<file path="config.mk">
export PLATFORM = sky130hd
export DESIGN_NAME = zbt_sram
export DESIGN_NICKNAME = d
export VERILOG_FILES = /design/src/rtl/zbt_pkg.sv /design/src/rtl/zbt_ctrl.sv /design/src/rtl/zbt_burst.sv /design/src/rtl/zbt_array.sv /design/src/rtl/zbt_sram.sv
export SDC_FILE = /design/constraint.sdc
export NUM_CORES = 2
export LEC_CHECK = 0
export CORE_AREA = 2 2 437 439
export CTS_CLUSTER_SIZE = 28
export DETAILED_ROUTE_END_ITERATION = 16
export DIE_AREA = 0 0 439 441
export HOLD_SLACK_MARGIN = 0.05
export PLACE_DENSITY_LB_ADDON = 0.3
export REMOVE_ABC_BUFFERS = 1
export SYNTH_ARGS = -nofsm -noshare
export SYNTH_HDL_FRONTEND = slang
export SYNTH_SLANG_ARGS = --single-unit
</file>
<file path="constraint.sdc">
create_clock -name clk -period 4.55 [get_ports clk]
set_input_delay 0.91 -clock clk [delete_from_list [all_inputs] [get_ports clk]]
set_output_delay 0.91 -clock clk [all_outputs]
set_load 0.005 [all_outputs]
</file>
<file path="src/rtl/zbt_pkg.sv">
`timescale 1ns/1ps
package zbt_pkg;

    // Operation carried down the pipeline
    typedef enum logic [1:0] {
        OP_NOP = 2'd0,
        OP_RD  = 2'd1,
        OP_WR  = 2'd2
    } op_e;

    // Controller states
    typedef enum logic [1:0] {
        ST_DESEL = 2'd0,
        ST_READ  = 2'd1,
        ST_WRITE = 2'd2,
        ST_SLEEP = 2'd3
    } state_e;

endpackage

</file>
<file path="src/rtl/zbt_ctrl.sv">
`timescale 1ns/1ps
module zbt_ctrl
    import zbt_pkg::*;
(
    input  logic clk,
    input  logic rst_n,
    input  logic en,
    input  logic sleep,
    input  logic adv,
    input  logic selected,
    input  logic wr_n,
    output op_e  op_o,
    output logic load_o,
    output logic step_o,
    output logic asleep_o
);

    state_e state_q, state_d;
    logic   sl1_q, sl2_q;

    // Sleep request delay line, runs on every edge
    always_ff @(posedge clk or negedge rst_n) begin
        if (!rst_n) begin
            sl1_q <= 1'b0;
            sl2_q <= 1'b0;
        end else begin
            sl1_q <= sleep;
            sl2_q <= sl1_q;
        end
    end

    assign asleep_o = sl2_q;

    // State register
    always_ff @(posedge clk or negedge rst_n) begin
        if (!rst_n) begin
            state_q <= ST_DESEL;
        end else if (en) begin
            state_q <= state_d;
        end
    end

    // Next state and issued command
    always_comb begin
        state_d = state_q;
        op_o    = OP_NOP;
        load_o  = 1'b0;
        step_o  = 1'b0;
        if (sl2_q) begin
            state_d = ST_SLEEP;
        end else if (!adv) begin
            load_o = 1'b1;
            if (!selected) begin
                state_d = ST_DESEL;
            end else if (!wr_n) begin
                state_d = ST_WRITE;
                op_o    = OP_WR;
            end else begin
                state_d = ST_READ;
                op_o    = OP_RD;
            end
        end else begin
            unique case (state_q)
                ST_READ: begin
                    op_o   = OP_RD;
                    step_o = 1'b1;
                end
                ST_WRITE: begin
                    op_o   = OP_WR;
                    step_o = 1'b1;
                end
                ST_DESEL, ST_SLEEP: state_d = ST_DESEL;
                default:            state_d = ST_DESEL;
            endcase
        end
    end


    cont_desel_chk: assert property (@(posedge clk) disable iff (!rst_n)
        (en && !sl2_q && adv && state_q == ST_DESEL) |=> (state_q == ST_DESEL));


    sleep_state_chk: assert property (@(posedge clk) disable iff (!rst_n)
        (en && sl2_q) |=> (state_q == ST_SLEEP));


    freeze_state_chk: assert property (@(posedge clk) disable iff (!rst_n)
        !en |=> $stable(state_q));

endmodule

</file>
<file path="src/rtl/zbt_burst.sv">
`timescale 1ns/1ps
module zbt_burst #(
    parameter int ADDR_W  = 6,
    parameter int BURST_W = 2
) (
    input  logic              clk,
    input  logic              rst_n,
    input  logic              en,
    input  logic              load,
    input  logic              step,
    input  logic              interleave,
    input  logic [ADDR_W-1:0] addr_in,
    output logic [ADDR_W-1:0] issue_addr
);

    logic [ADDR_W-1:0]  base_q;
    logic [BURST_W-1:0] cnt_q, cnt_nxt, lo;

    assign cnt_nxt = cnt_q + 1'b1;

    always_comb begin
        if (interleave) lo = base_q[BURST_W-1:0] ^ cnt_nxt;
        else            lo = base_q[BURST_W-1:0] + cnt_nxt;
        issue_addr = load ? addr_in : {base_q[ADDR_W-1:BURST_W], lo};
    end

    always_ff @(posedge clk or negedge rst_n) begin
        if (!rst_n) begin
            base_q <= '0;
            cnt_q  <= '0;
        end else if (en) begin
            if (load) begin
                base_q <= addr_in;
                cnt_q  <= '0;
            end else if (step) begin
                cnt_q <= cnt_nxt;
            end
        end
    end


    burst_base_chk: assert property (@(posedge clk) disable iff (!rst_n)
        (en && step && !load) |=> (base_q == $past(base_q)));

endmodule

</file>
<file path="src/rtl/zbt_array.sv">
`timescale 1ns/1ps
module zbt_array #(
    parameter int ADDR_W = 6,
    parameter int LANE_W = 9,
    parameter int LANES  = 4
) (
    input  logic                     clk,
    input  logic                     rst_n,
    input  logic [LANES-1:0]         lane_we,
    input  logic [ADDR_W-1:0]        waddr,
    input  logic [LANE_W*LANES-1:0]  wdata,
    input  logic [ADDR_W-1:0]        raddr,
    output logic [LANE_W*LANES-1:0]  rdata
);

    localparam int DEPTH = 1 << ADDR_W;

    for (genvar g = 0; g < LANES; g++) begin : g_lane
        logic [LANE_W-1:0] bank [DEPTH];

        always_ff @(posedge clk or negedge rst_n) begin
            if (!rst_n) begin
                for (int i = 0; i < DEPTH; i++) bank[i] <= '0;
            end else if (lane_we[g]) begin
                bank[waddr] <= wdata[g*LANE_W +: LANE_W];
            end
        end

        assign rdata[g*LANE_W +: LANE_W] = bank[raddr];
    end

endmodule

</file>
<file path="src/rtl/zbt_sram.sv">
`timescale 1ns/1ps
module zbt_sram
    import zbt_pkg::*;
#(
    parameter int ADDR_W  = 6,
    parameter int LANE_W  = 9,
    parameter int LANES   = 4,
    parameter int BURST_W = 2
) (
    input  logic                    clk,
    input  logic                    rst_n,
    input  logic [ADDR_W-1:0]       addr,
    input  logic                    wr_n,
    input  logic [LANES-1:0]        bw_n,
    input  logic                    cs1_n,
    input  logic                    cs2,
    input  logic                    cs3_n,
    input  logic                    adv,
    input  logic                    cke_n,
    input  logic                    oe_n,
    input  logic                    sleep,
    input  logic                    interleave,
    input  logic [LANE_W*LANES-1:0] din,
    output logic [LANE_W*LANES-1:0] dout,
    output logic                    dout_en
);

    localparam int DATA_W = LANE_W * LANES;

    logic              en, selected, asleep, load, step;
    op_e               iss_op;
    logic [ADDR_W-1:0] iss_addr;
    op_e               s1_op, s2_op;
    logic [ADDR_W-1:0] s1_addr, s2_addr;
    logic [LANES-1:0]  s1_bw_n, s2_bw_n, lane_we;
    logic              rd_v, hit;
    logic [DATA_W-1:0] dout_q, arr_rdata, fwd_data;

    assign en       = ~cke_n;
    assign selected = ~cs1_n & cs2 & ~cs3_n;

    zbt_ctrl u_ctrl (
        .clk      (clk),
        .rst_n    (rst_n),
        .en       (en),
        .sleep    (sleep),
        .adv      (adv),
        .selected (selected),
        .wr_n     (wr_n),
        .op_o     (iss_op),
        .load_o   (load),
        .step_o   (step),
        .asleep_o (asleep)
    );

    zbt_burst #(.ADDR_W(ADDR_W), .BURST_W(BURST_W)) u_burst (
        .clk        (clk),
        .rst_n      (rst_n),
        .en         (en),
        .load       (load),
        .step       (step),
        .interleave (interleave),
        .addr_in    (addr),
        .issue_addr (iss_addr)
    );

    // Two-stage late-write pipeline plus output register
    always_ff @(posedge clk or negedge rst_n) begin
        if (!rst_n) begin
            s1_op   <= OP_NOP;
            s2_op   <= OP_NOP;
            s1_addr <= '0;
            s2_addr <= '0;
            s1_bw_n <= '1;
            s2_bw_n <= '1;
            rd_v    <= 1'b0;
            dout_q  <= '0;
        end else if (en) begin
            s1_op   <= iss_op;
            s1_addr <= iss_addr;
            s1_bw_n <= bw_n;
            s2_op   <= s1_op;
            s2_addr <= s1_addr;
            s2_bw_n <= s1_bw_n;
            rd_v    <= (s1_op == OP_RD);
            if (s1_op == OP_RD) dout_q <= fwd_data;
        end
    end

    // Commit of the oldest write, data taken from the bus now
    assign lane_we = (en && s2_op == OP_WR) ? ~s2_bw_n : '0;
    assign hit     = (s2_op == OP_WR) && (s2_addr == s1_addr);

    // Per-lane bypass of the write committing on this edge
    for (genvar g = 0; g < LANES; g++) begin : g_fwd
        assign fwd_data[g*LANE_W +: LANE_W] = (hit && !s2_bw_n[g]) ?
            din[g*LANE_W +: LANE_W] : arr_rdata[g*LANE_W +: LANE_W];
    end

    zbt_array #(.ADDR_W(ADDR_W), .LANE_W(LANE_W), .LANES(LANES)) u_array (
        .clk     (clk),
        .rst_n   (rst_n),
        .lane_we (lane_we),
        .waddr   (s2_addr),
        .wdata   (din),
        .raddr   (s1_addr),
        .rdata   (arr_rdata)
    );

    assign dout    = dout_q;
    assign dout_en = rd_v & ~oe_n & ~sleep & ~asleep;


    oe_hiz_chk: assert property (@(posedge clk) disable iff (!rst_n)
        oe_n |-> !dout_en);


    desel_nop_chk: assert property (@(posedge clk) disable iff (!rst_n)
        (en && !asleep && !adv && !selected) |=> (s1_op == OP_NOP));


    freeze_out_chk: assert property (@(posedge clk) disable iff (!rst_n)
        !en |=> ($stable(dout_q) && $stable(rd_v)));


    write_slot_chk: assert property (@(posedge clk) disable iff (!rst_n)
        (en && s1_op == OP_WR) |=> !rd_v);

endmodule

</file>
==> impl_metrics.toml <==
[yosys]
async_reset_ff_share_pct = 100.0
syn_area_per_cell_um2 = 15.52
synth_edf_count = 0
synthCells = 6916
yosysTopAreaCell = "dfrtp_1"
synth_area_um2 = 107400
yosysTopAreaCellShare_pct = 55.22
synth_compound_area_share_pct = 2.421
yosys.area_share.simple_pct = 2.560
synth.area.mux_share_pct = 37.31
ys_seq_area_share_pct = 55.41
yosys_most_used_dff = "dfrtp_1"
synth_top_family_by_area = "multiplexers"
ys_ff_latch = 2377
synth_xor_area_share_pct = 0.07342
synth_fa_ha_area_share_pct = 0.03496
synth_cell_types = 59
ys_warn_count = 0
ys_top_cells_by_area = "dfrtp_1, mux2_2, mux4_2"

[clock_tree]
cts_root_buffer = "clkbuf_16"
cts_tree = "built"
worstSkewPairLatency_ns = 0.92
post_cts_buffers = 0
clk_pin_slew_worst_paths_ns = 0.07
numClockSinks = 2377
htree_levels = 4
cts_buffer_depth = 3
cts_buffers = 234

[timing]
skew_ns = 0.04666
fin_setup_tns_ns = 0
fmax_mhz = 270.3
setup_viol = 0
slew_headroom_pct = 5.969
rsz0062_at_grt = "no"
min_period_over_period_pct = 81.31
period_needed_ns = 3.700
report.final.slew_viol_count = 0
setup_ws_ns = 0.8503
hold_viol = 0
tightest_slew_ns = 1.405

[placement]
portBuffers = 93
dp_slack_ns = 0.9960
gp_routability_congestion = 0.8920
place_area_um2 = 111500
hpwl_mm = 190.5

[global_routing]
grtUsageTotal_pct = 30.89
overflow = 0
grt_pass1_vias = 66378
grt_start_max_net_pins = 188
grt_pass1_wl_mm = 441.8
antenna_found_initial = 13

[floorplanning]
die_area_um2 = 193600
die_width_um = 439
start_util_pct = 56.75
die_y_um = 441
io_pins = 94
core_um2 = 189200
rows = 160

[critical_path]
ff2ff_path_depth = 4
critPathArrivalTime_ns = 4.47
reg2reg_from = "s2_addr[1]$_DFFE_PN0N_"
critPathKind = "reg2reg"
required_ns = 5.32
cp-start-kind = "flip-flop"
critPathMaxFanout = 13
ff2ff_setup_slack_ns = 0.85
cp-end-kind = "flip-flop"
r2r_end = "u_array.g_lane[1].bank[171]$_DFFE_PN0P_"

[route]
via_per_inst = 6.585
drt-pass1-iter-count = 8
drc = 0
wl_mm = 295.2
vias = 63984
ant_nets = 0
routedWlPerCell_um = 30.38
drt_iter0_markers = 6448

[finish]
syn2layout_area_growth_pct = 11.42
final_area_um2 = 119600
nets = 7050
drive_gt1_share_pct = 50.17

[power]
p_per_area_nw_per_um2 = 425.7
ir_drop_uv = 366.9
power.total_mw = 50.92
p_leak_nw = 56.61

[run_status]
outcome = "completed"

[hold_path]
worstHoldStart = "u_ctrl.sl1_q$_DFF_PN0_"
worstHoldPathCells = 0
hold_end = "u_ctrl.asleep_o$_DFF_PN0_"
holdCritPathClass = "reg2reg"

[job]
max-cap-violations = 0
-- cell usage in the layout (no fill, tap or decap), types with 10 or more instances in the layout --
| cell type | instances |
|---|---|
| clkinv_2 | 49 |
| a211oi_1 | 18 |
| nor3_1 | 10 |
| clkbuf_16 | 234 |
| nor2b_1 | 18 |
| buf_2 | 36 |
| diode_2 | 19 |
| a22oi_1 | 156 |
| nor2_1 | 141 |
| mux2i_1 | 98 |
| bufinv_16 | 16 |
| dfrtp_1 | 2363 |
| buf_4 | 207 |
| mux2_2 | 2282 |
| o21ai_0 | 74 |
| a21oi_1 | 94 |
| o22ai_1 | 17 |
| nor2_2 | 20 |
| or3_1 | 11 |
| nor4_1 | 14 |
| mux4_2 | 594 |
| buf_12 | 44 |
| nand3_1 | 27 |
| clkbuf_8 | 62 |
| clkdlybuf4s50_1 | 56 |
| nand2_1 | 334 |
| clkbuf_1 | 49 |
-- final cells by class --
type,count,area [um^2]
inverter,7,26.28
antenna,19,47.55
sequential,2377,59510
fill,13414,69560
multi-input combinational,4025,45630
clock buffer,345,6893
tap,2511,3142
clock inverter,88,1155
timing repair buffer,345,3213
-- Yosys cell counts (4+ instances only) --
cell type  count
nand3_1       27
nand2b_1       7
o41ai_1        7
nor2b_1       20
or2_2          5
nor2_1       165
buf_6         21
nor4_1        14
nand2_1      335
buf_1         17
buf_4         35
inv_1          6
a22oi_1      156
a211o_1        4
xnor2_1        6
or3b_2         4
a21oi_1       94
dfstp_2        8
o31ai_1        5
a2111oi_0      4
mux2i_1       98
o21ai_0       74
a311oi_1       4
or4_1          7
and2_1        10
mux2_2      2282
buf_2         76
and3_1         7
clkbuf_1     355
a211oi_1      18
dfrtp_1     2369
mux4_2       594
a221oi_1       5
o22ai_1       17
and3b_1        4
nor3_1        11
or3_1         11
nand3b_1       4
-- kinds of logic after synthesis --
group                      after synthesis
muxes                                 2974
xor gates and xnor gates                 9
DFF                                   2377
adders and majority gates                3
AOI/OAI and AO/OA                      400
and+or+nand+nor                        639
buffers and inverters                  514
-- routing by layer --
layer  share of wire (%)  vias to the layer above  global-route usage (%)
li1                    -                    26012                       -
met1                  41                    34653                   42.57
met2                  46                     2538                   46.00
met3                 8.2                      753                   7.561
met4                 5.5                       28                   15.70
met5               0.077                        -                  0.8437
-- how the worst max path moves through the flow --
stage	from	to	slack, ns	depth (start not counted)
final	s2_addr[1]$_DFFE_PN0N_	u_array.g_lane[1].bank[171]$_DFFE_PN0P_	0.85	4
after global routing	s1_addr[1]$_DFFE_PN0N_	dout[2]$_DFFE_PN0P_	0.90	6
after CTS	s2_addr[1]$_DFFE_PN0N_	u_array.g_lane[3].bank[175]$_DFFE_PN0P_	1.07	4
after detailed placement	cke_n	u_array.g_lane[2].bank[153]$_DFFE_PN0P_	1.0	5
after global placement	cke_n	u_array.g_lane[2].bank[301]$_DFFE_PN0P_	1.07	5
after floorplan	s1_addr[0]$_DFFE_PN0N_	dout[34]$_DFFE_PN0P_	-19.97	6
-- power breakdown --
group	internal (mW)	total, mW	switching [mW]
registers	22.1	23.0	0.903
logic	3.33	7.91	4.58
clock network	11.4	20.0	8.56
total	36.9	50.9	14.1
-- critical path: stages (launching register included) --
cell and delay [ns]:
dfrtp_1 0.51, or3b_2 0.65, nor2_1 1.09, nand2_1 0.80, mux2_2 0.49
-- state kept, by name (all words and copies together), names as in the netlist --
name and flops:
dout 36, rd_v 1, s1_addr 6, s1_bw_n 4, s1_op 2, s2_addr 6, s2_bw_n 4, s2_op 2
u_array.g_lane.bank 2304, u_burst.base_q 6, u_burst.cnt_q 2, u_ctrl.asleep_o 1, u_ctrl.sl1_q 1, u_ctrl.state_q 2
-- repair_timing --
item                      in CTS  in global routing
hold buffers                   1                  0
resized for setup              0                  0
hold endpoints to repair      50                  0
-- per-stage QoR --
| stage | hold slack [ns] | utilization, % | cells |
|---|---|---|---|
| finish | 0.3594 | 63.23 | 9717 |
| global route | 0.3765 | 63.21 | 9705 |
| CTS | 0.3632 | 63.20 | 9698 |
| detailed placement | 0.3483 | 58.94 | 9264 |
| global placement | 0.3422 | 58.94 | 9264 |
| floorplan | 0.3312 | - | 6409 |
(Power assumes the default switching activity.)
